<file path="src/rtl/simd_pkg.sv">
package simd_pkg;
  localparam int unsigned WORD_W   = 32;
  localparam int unsigned BYTE_W   = 8;
  localparam int unsigned N_BYTES  = WORD_W / BYTE_W;
  localparam int unsigned HALF_W   = WORD_W / 2;
  localparam int unsigned N_HALVES = 2;
  localparam int unsigned OP_W     = 6;

  typedef enum logic [1:0] {
    K_WRAP = 2'd0,
    K_SAT  = 2'd1,
    K_HALF = 2'd2,
    K_MISC = 2'd3
  } kind_e;

  localparam logic [2:0] F_ADD8  = 3'd0;
  localparam logic [2:0] F_SUB8  = 3'd1;
  localparam logic [2:0] F_ADD16 = 3'd2;
  localparam logic [2:0] F_SUB16 = 3'd3;
  localparam logic [2:0] F_ASX   = 3'd4;
  localparam logic [2:0] F_SAX   = 3'd5;

  localparam logic [2:0] M_SEL   = 3'd0;
  localparam logic [2:0] M_SAD   = 3'd1;
  localparam logic [2:0] M_SADA  = 3'd2;
  localparam logic [2:0] M_QADD  = 3'd3;
  localparam logic [2:0] M_QSUB  = 3'd4;
endpackage

</file>
<file path="src/rtl/simd_lane.sv">
module simd_lane
  import simd_pkg::*;
#(
  parameter int unsigned W = 8
) (
  input  logic [W-1:0] a_i,
  input  logic [W-1:0] b_i,
  input  logic         sub_i,
  input  logic         sgn_i,
  input  kind_e        kind_i,
  output logic [W-1:0] res_o,
  output logic         ge_o
);
  localparam int unsigned XW = W + 2;
  localparam logic signed [XW-1:0] SMAX = {3'b000, {(W-1){1'b1}}};
  localparam logic signed [XW-1:0] SMIN = {3'b111, {(W-1){1'b0}}};
  localparam logic signed [XW-1:0] UMAX = {2'b00, {W{1'b1}}};

  logic signed [XW-1:0] ax, bx, full;

  always_comb begin
    ax   = sgn_i ? {{2{a_i[W-1]}}, a_i} : {2'b00, a_i};
    bx   = sgn_i ? {{2{b_i[W-1]}}, b_i} : {2'b00, b_i};
    full = sub_i ? (ax - bx) : (ax + bx);
  end

  always_comb begin
    unique case (kind_i)
      K_SAT: begin
        if (sgn_i) begin
          if (full > SMAX)      res_o = SMAX[W-1:0];
          else if (full < SMIN) res_o = SMIN[W-1:0];
          else                  res_o = full[W-1:0];
        end else begin
          if (full < 0)         res_o = '0;
          else if (full > UMAX) res_o = '1;
          else                  res_o = full[W-1:0];
        end
      end
      K_HALF:  res_o = full[W:1];
      default: res_o = full[W-1:0];
    endcase
  end

  // unsigned add: carry-out; all other cases: exact result non-negative
  assign ge_o = (!sgn_i && !sub_i) ? full[W] : !full[XW-1];
endmodule

</file>
<file path="src/rtl/simd_sad.sv">
module simd_sad
  import simd_pkg::*;
(
  input  logic [WORD_W-1:0] a_i,
  input  logic [WORD_W-1:0] b_i,
  input  logic [WORD_W-1:0] acc_i,
  input  logic              acc_en_i,
  output logic [WORD_W-1:0] sum_o
);
  logic [BYTE_W-1:0] diff [N_BYTES];

  for (genvar i = 0; i < N_BYTES; i++) begin : g_diff
    logic [BYTE_W-1:0] ab, bb;
    assign ab = a_i[i*BYTE_W +: BYTE_W];
    assign bb = b_i[i*BYTE_W +: BYTE_W];
    assign diff[i] = (ab > bb) ? (ab - bb) : (bb - ab);
  end

  always_comb begin
    sum_o = acc_en_i ? acc_i : '0;
    for (int i = 0; i < N_BYTES; i++) begin
      sum_o = sum_o + WORD_W'(diff[i]);
    end
  end
endmodule

</file>
<file path="src/rtl/simd_addsub.sv">
module simd_addsub
  import simd_pkg::*;
(
  input  logic              clk_i,
  input  logic              rst_ni,
  input  logic [OP_W-1:0]   op_i,
  input  logic [WORD_W-1:0] a_i,
  input  logic [WORD_W-1:0] b_i,
  input  logic [WORD_W-1:0] acc_i,
  output logic [WORD_W-1:0] res_o,
  output logic [N_BYTES-1:0] ge_o
);
  kind_e      kind;
  logic       uns;
  logic [2:0] form;

  assign kind = kind_e'(op_i[5:4]);
  assign uns  = op_i[3];
  assign form = op_i[2:0];

  logic [WORD_W-1:0]  byte_res, half_res, word_res, sad_res, sel_res;
  logic [N_BYTES-1:0] byte_ge, ge_q, ge_d;
  logic [N_HALVES-1:0] half_ge;
  logic               ge_wr;

  // byte lanes
  for (genvar i = 0; i < N_BYTES; i++) begin : g_byte
    simd_lane #(.W(BYTE_W)) i_lane (
      .a_i   (a_i[i*BYTE_W +: BYTE_W]),
      .b_i   (b_i[i*BYTE_W +: BYTE_W]),
      .sub_i (form == F_SUB8),
      .sgn_i (!uns),
      .kind_i(kind),
      .res_o (byte_res[i*BYTE_W +: BYTE_W]),
      .ge_o  (byte_ge[i])
    );
  end

  // halfword lanes, exchange forms take the opposite half of B
  for (genvar j = 0; j < N_HALVES; j++) begin : g_half
    logic              exch, sub;
    logic [HALF_W-1:0] bh;
    assign exch = (form == F_ASX) || (form == F_SAX);
    assign bh   = exch ? b_i[(N_HALVES-1-j)*HALF_W +: HALF_W] : b_i[j*HALF_W +: HALF_W];
    assign sub  = (form == F_SUB16) ||
                  ((form == F_ASX) && (j == 0)) ||
                  ((form == F_SAX) && (j == 1));
    simd_lane #(.W(HALF_W)) i_lane (
      .a_i   (a_i[j*HALF_W +: HALF_W]),
      .b_i   (bh),
      .sub_i (sub),
      .sgn_i (!uns),
      .kind_i(kind),
      .res_o (half_res[j*HALF_W +: HALF_W]),
      .ge_o  (half_ge[j])
    );
  end

  simd_lane #(.W(WORD_W)) i_word (
    .a_i   (a_i),
    .b_i   (b_i),
    .sub_i (form == M_QSUB),
    .sgn_i (1'b1),
    .kind_i(K_SAT),
    .res_o (word_res),
    .ge_o  ()
  );

  simd_sad i_sad (
    .a_i     (a_i),
    .b_i     (b_i),
    .acc_i   (acc_i),
    .acc_en_i(form == M_SADA),
    .sum_o   (sad_res)
  );

  for (genvar i = 0; i < N_BYTES; i++) begin : g_sel
    assign sel_res[i*BYTE_W +: BYTE_W] = ge_q[i] ? a_i[i*BYTE_W +: BYTE_W]
                                                 : b_i[i*BYTE_W +: BYTE_W];
  end

  always_comb begin
    res_o = '0;
    if (kind == K_MISC) begin
      unique case (form)
        M_SEL:          res_o = sel_res;
        M_SAD, M_SADA:  res_o = sad_res;
        M_QADD, M_QSUB: res_o = word_res;
        default:        res_o = '0;
      endcase
    end else begin
      unique case (form)
        F_ADD8, F_SUB8:                  res_o = byte_res;
        F_ADD16, F_SUB16, F_ASX, F_SAX:  res_o = half_res;
        default:                         res_o = '0;
      endcase
    end
  end

  always_comb begin
    ge_wr = (kind == K_WRAP) && (form <= F_SAX);
    if (form <= F_SUB8) ge_d = byte_ge;
    else                ge_d = {half_ge[1], half_ge[1], half_ge[0], half_ge[0]};
  end

  always_ff @(posedge clk_i or negedge rst_ni) begin
    if (!rst_ni)    ge_q <= '0;
    else if (ge_wr) ge_q <= ge_d;
  end

  assign ge_o = ge_q;
endmodule

</file>
<file path="config.mk">
export PLATFORM = sky130hd
export DESIGN_NAME = simd_addsub
export DESIGN_NICKNAME = d
export VERILOG_FILES = /design/src/rtl/simd_pkg.sv /design/src/rtl/simd_lane.sv /design/src/rtl/simd_sad.sv /design/src/rtl/simd_addsub.sv
export SDC_FILE = /design/constraint.sdc
export NUM_CORES = 1
export LEC_CHECK = 0
export BUFFER_PORTS_ARGS = -buffer_cell sky130_fd_sc_hd__buf_2
export CAP_MARGIN = 10
export CORE_UTILIZATION = 45
export CTS_BUF_LIST = sky130_fd_sc_hd__clkbuf_8 sky130_fd_sc_hd__clkbuf_16
export DETAILED_ROUTE_END_ITERATION = 12
export PLACE_DENSITY = 0.73
export SLEW_MARGIN = 20
export SYNTH_ARGS = -nofsm -noshare
export SYNTH_HDL_FRONTEND = slang
export SYNTH_SLANG_ARGS = --single-unit
</file>
<file path="constraint.sdc">
create_clock -name clk_i -period 22.8 [get_ports clk_i]
set_input_delay 2.28 -clock clk_i [delete_from_list [all_inputs] [get_ports clk_i]]
set_output_delay 2.28 -clock clk_i [all_outputs]
set_load 0.01 [all_outputs]
</file>
Yosys cells after proc, flatten, opt, wreduce, memory -nomap -nowiden
Index checks and enable logic that the tools add are counted.
{ "op_classes": {"n_eq_ne": 8, "reduce_logical": 22, "n_lt_le_gt_ge": 32, "add_sub_neg": 26, "mux": 78} }
{ "op_table": {"columns": ["cell", "count"], "rows": [
  ["8-bit 2-to-1 mux", 28],
  ["16-bit 2-to-1 mux", 12],
  ["32-bit by 8-bit adder with 32-bit output", 4],
  ["32-bit 2-to-1 mux", 4],
  ["10-bit 2-to-1 mux", 12],
  ["18-bit 2-to-1 mux", 6],
  ["32-bit one-hot mux with 3 select lines", 1],
  ["16-bit one-hot mux with 2 select lines", 2],
  ["32-bit one-hot mux with 2 select lines", 1],
  ["8-bit one-hot mux with 2 select lines", 4],
  ["8-bit subtractor", 8],
  ["10-bit adder", 4],
  ["10-bit by 8-bit greater-than comparator with 1-bit output, second input constant", 4],
  ["10-bit by 9-bit greater-than comparator with 1-bit output, second input constant", 4],
  ["10-bit by 1-bit less-than comparator with 1-bit output, second input constant", 4],
  ["10-bit by 8-bit less-than comparator with 1-bit output, second input constant", 4],
  ["10-bit subtractor", 4],
  ["18-bit adder", 2],
  ["18-bit by 16-bit greater-than comparator with 1-bit output, second input constant", 2],
  ["18-bit by 17-bit greater-than comparator with 1-bit output, second input constant", 2],
  ["18-bit by 1-bit less-than comparator with 1-bit output, second input constant", 2],
  ["18-bit by 16-bit less-than comparator with 1-bit output, second input constant", 2],
  ["18-bit subtractor", 2],
  ["34-bit by 32-bit greater-than comparator with 1-bit output, second input constant", 1],
  ["21 further kinds", 47]
]} }
{ "totals": {"reg_bits": 4, "word_cells": 167, "output_inout_bits": 36, "input_bits": 104} }

Logic depth before layout (Yosys ltp)
{ "logic_depth": {"word_depth": 13, "ltp_mapped": 32, "mapped_depth_nobuf": 31} }

By module
A second synthesis with hierarchy kept.
{ "hier_totals": {"cells_unflattened": 2358, "area_unflattened_um2": 17215.3} }
{ "modules_own_cells": {"columns": ["mod", "seq_area_each_um2", "cells_each", "area_per_inst_um2", "n_inst"], "rows": [
  ["simd_sad", 0.0, 554, 4229.1, 1],
  ["simd_lane at g_byte[0].i_lane ...", 0.0, 131, 982.2, 4],
  ["simd_lane at i_word", 0.0, 523, 3400.8, 1],
  ["simd_addsub", 100.1, 292, 2222.1, 1],
  ["simd_lane at g_half[0].i_lane", 0.0, 246, 1810.5, 1],
  ["simd_lane at g_half[1].i_lane", 0.0, 219, 1624.1, 1]
]} }

Least setup slack after synthesis
OpenSTA, ideal clock, no wires.
{ "synth_timing": {"path_type": "in2out", "start": "input b_i[17]", "end": "output res_o[29]", "stages": 28, "path_slack_ns": 11.693, "t_required_ns": 20.520, "arrival_ns": 8.827, "cell_sequence": "clkbuf_1 -> inv_1 -> fa_1 -> a21o_1 -> a21oi_1 -> o21ai_0 -> a21oi_1 -> a21oi_1 -> buf_1 -> mux2i_1 -> a221o_1 -> a311o_1 -> a21oi_1 -> xor2_1 -> fa_1 -> inv_1 -> fa_1 -> fa_1 -> ha_1 -> nor4_1 -> o21ai_0 -> a41oi_1 -> nor3_1 -> and3_1 -> xor2_1 -> a21oi_1 -> o211ai_1 -> or4_1"} }
{ "synth_via": {"elab_chain_len": 11} }
{ "synth_lines": {"columns": ["item", "line_no", "text"], "rows": [
  ["start: declaration", "simd_addsub.sv:8", "input logic [WORD_W-1:0] b_i,"],
  ["branches (longest 10 deep; another with 32-bit by 8-bit adder with 32-bit output)", null, null],
  ["32-bit 2-to-1 mux *", "simd_addsub.sv:84", "if (kind == K_MISC) begin"],
  ["end: declaration", "simd_addsub.sv:10", "output logic [WORD_W-1:0] res_o,"]
]} }
Mark *: on every way between the ends.

Final worst setup path
{ "layout_timing": {"start": "input a_i[16]", "end": "output res_o[30]"} }
{ "layout_via": {"elab_chain_len": 10} }
{ "layout_lines": {"columns": ["item", "line_no", "text"], "rows": [
  ["start: declaration", "simd_addsub.sv:7", "input logic [WORD_W-1:0] a_i,"],
  ["branches (longest 9 deep; another with 32-bit by 8-bit adder with 32-bit output)", null, null],
  ["32-bit 2-to-1 mux *", "simd_addsub.sv:84", null]
]} }
Marked as above.

==> results by group <==
Routing
  – Avg WL per Cell: 27.0 µm
  – Pre-antenna DRT Iters: 8
  – Routed Antenna Nets: 0
  – Via-per-instance ratio: 6.82
  – Via count: 18600
  – DRC Markers: 0
  – DRT Wirelength: 73700 µm
  – DRT iter0 DRCs: 2792

Die
  – Chip height: 186 µm
  – Die ar.: 34500 µm²
  – Top Ports: 140
  – Core area: 32900 µm²
  – Die X: 186 µm
  – Initial Utilization: 0.462
  – Num rows: 66

Synth
  – Synth async-reset ratio: 1.00
  – Syn Inst Count: 2224
  – Ys flop type: dfrtp_1
  – Warnings from Yosys: 0
  – Avg Cell Area, Syn: 6.82 µm²
  – Post-synthesis sequential area ratio: 0.00660
  – FF+latch count, synth: 4
  – Number of synthesized flops with an enable pin: 0
  – Post-synth cell types: 85
  – Post-Syn Area: 15200 µm²
  – Syn Nets: 2552

Pwr
  – Max IR drop VDD: 0.0000998 V
  – PD cells: 68.9 nW/µm²
  – P_leak: 7.16 nW
  – Power consumption: 1.12 mW

Place
  – GP Congestion: 1.05
  – Port bufs: 139
  – Post-Place Setup Slack: 10.69 ns
  – DP Area: 16200 µm²
  – DP HPWL: 59600 µm

Critical path
  – Crit Path Class: in2out
  – Data arrival, critical path: 9.95 ns
  – Startpoint types: input port
  – Critical path's largest stage delay: 0.76 ns
  – Max Fanout on Critical Path: 11
  – R2r setup slk: 21.66 ns
  – Crit-path slowest cell: a21oi_1
  – Crit end category: output pin
  – R2R Path Start: ge_o[2]
  – Reg-to-Reg End: ge_o[2]
  – R2R cell count: 2
  – Worst Path Required: 20.52 ns

Flow run
  – Max_cap viols: 0

GRT
  – Initial antenna violation count: 2
  – Gr ovfl total: 0
  – Largest net degree at the start of global routing: 56
  – Total track usage: 0.416
  – Vias in the first global route: 16900
  – First-pass GRT wire length: 107000 µm

STA
  – RSZ-0062 raised after global routing: false
  – Worst Slack Setup Final: 10.57 ns
  – Setup TNS: 0 ns
  – Fin. Hold Viols: 0
  – Peak Freq: 81.8 MHz
  – Max Transition Viols Final: 0
  – Setup violations, final: 0
  – Slew HR: 0.249
  – Final Skew: 0 ns
  – Final worst path period share: 0.536
  – Tmin final: 12.23 ns
  – Worst slew pin tran: 1.13 ns

Clocking
  – Worst-Skew Late Latency: 0.23 ns
  – Post-CTS sizing: 0
  – Max Buffers Root-to-Sink: 2
  – CTS tree: done
  – # hold bufs at CTS: 0
  – Root Buffer: clkbuf_16
  – CTS Buf Count: 3
  – Num Clock Sinks: 4
  – Clock transition at path regs: 0.03 ns
  – H-tree levels: 1
  – Setup bufs post-CTS: 0

Final layout
  – Largest register FFs: 4
  – Most common cell after layout, fill and taps aside: a21oi_1
  – Finished Cell Area: 16300 µm²
  – Share of cells above drive strength 1: 0.102
  – Filler cell count: 3510
  – Nets: 2613
  – Storage cell area: 100 µm²
  – Commonest cells after routing, fill and taps aside: 216 x a21oi_1, 192 x nor2_1, 190 x nand2_1, 186 x ha_1, 160 x xnor2_1
  – Synthesis-to-finish area growth: 7.35%
  – Area of the multi-input gates: 14100 µm²

Hold path
  – Hold Path Class: reg2reg
  – Hold Path Depth: 3
  – HP Start: ge_o[0]
  – WHS Endpoint: ge_o[0]

Status
  – Status: finished, final reports clean
==> per-layer routing <==
| metal | vias to the layer above | wire, µm | global-route usage |
|---|---|---|---|
| met5 | - | 0 | 0 |
| met4 | 0 | 3550 | 0.166 |
| met3 | 225 | 9800 | 0.0859 |
| met2 | 1353 | 29500 | 0.605 |
| met1 | 8787 | 30800 | 0.589 |
| li1 | 8236 | - | - |
==> report_power, final <==
part           internal [mW]  switching (mW)  total [mW]  leakage (nW)
Combinational          0.389           0.687        1.08          7.08
Clock                 0.0225         0.00556      0.0280        0.0370
Sequential           0.00885         0.00902      0.0179        0.0439
==> stage by stage <==
| step | hold slack [ns] | cells | util |
|---|---|---|---|
| floorplan | 0.874 | 2224 | - |
| global placement | 0.753 | 2722 | 0.493 |
| detailed placement | 0.768 | 2722 | 0.493 |
| CTS | 0.788 | 2725 | 0.496 |
| global route | 0.836 | 2726 | 0.496 |
| finish | 0.793 | 2726 | 0.496 |
==> worst max path at each step <==
stage | from | end | slack (ns) | cells past startpoint
floorplan | b_i[17] | res_o[29] | 11.69 | 28
global placement | a_i[16] | res_o[30] | 10.93 | 31
detailed placement | b_i[24] | res_o[30] | 10.69 | 29
CTS | a_i[16] | res_o[30] | 10.68 | 31
global route | a_i[16] | res_o[30] | 10.18 | 31
finish | a_i[16] | res_o[30] | 10.57 | 31
==> final cells by class <==
class                      instances  share of cell area
multi-input combinational       1966               0.866
tap                              442              0.0339
sequential                         4             0.00614
timing repair buffer             168              0.0561
antenna                            1            0.000154
clock buffer                       3             0.00461
inverter                         142              0.0327
==> Yosys cell counts, drive strengths merged (6+ instances only) <==
cell type    n  area [µm²]
or2         15        93.8
nor2       192         721
and2        22         138
nor4        17         106
o31ai        9        67.6
nand2b      31         194
clkbuf      95         357
a211oi      34         255
nor3        64         325
ha         186        2330
a211o        9        78.8
a31oi       33         206
o21ai      160         801
fa          38         761
xnor2      160        1400
inv        141         529
a221o        9        90.1
o211ai      29         218
nor3b        7        62.6
or3         12        75.1
mux2        23         259
nand3       42         215
mux2i       81         840
o21a        29         218
nand4       23         144
a21o        50         375
and3        15        93.8
a311oi       8        70.1
a31o         6        52.6
a221oi      15         131
or4          7        52.6
o221ai      10        87.6
o2111ai     14         129
o22ai       32         200
nand2      190         713
xor2        60         526
buf         17        87.6
a21oi      216        1080
nor2b       33         206
==> worst max-delay path, delay by kind of cell <==
kind,cells,cell delay (ns)
AO/OA/AOI/OAI,13,3.07
adder cells (fa/ha/maj),6,2.15
AND/OR/NAND/NOR,4,1.18
XOR/XNOR,2,0.24
multiplexers,1,0.44
buffers and inverters,5,0.56
==> kinds of logic (layout without fill, tap and decap cells) <==
| logic type | Yosys count | in the layout | synth area share |
|---|---|---|---|
| AO/OA/AOI/OAI | 732 | 732 | 0.309 |
| flip-flops | 4 | 4 | 0.00660 |
| AND/OR/NAND/NOR | 686 | 686 | 0.217 |
| buffers and inverters | 254 | 313 | 0.0644 |
| adder cells (fa/ha/maj) | 224 | 224 | 0.203 |
| other | 0 | 1 | 0 |
| XOR/XNOR | 220 | 220 | 0.127 |
| multiplexers | 104 | 104 | 0.0724 |
No activity file was read; power rests on OpenSTA's default activity.
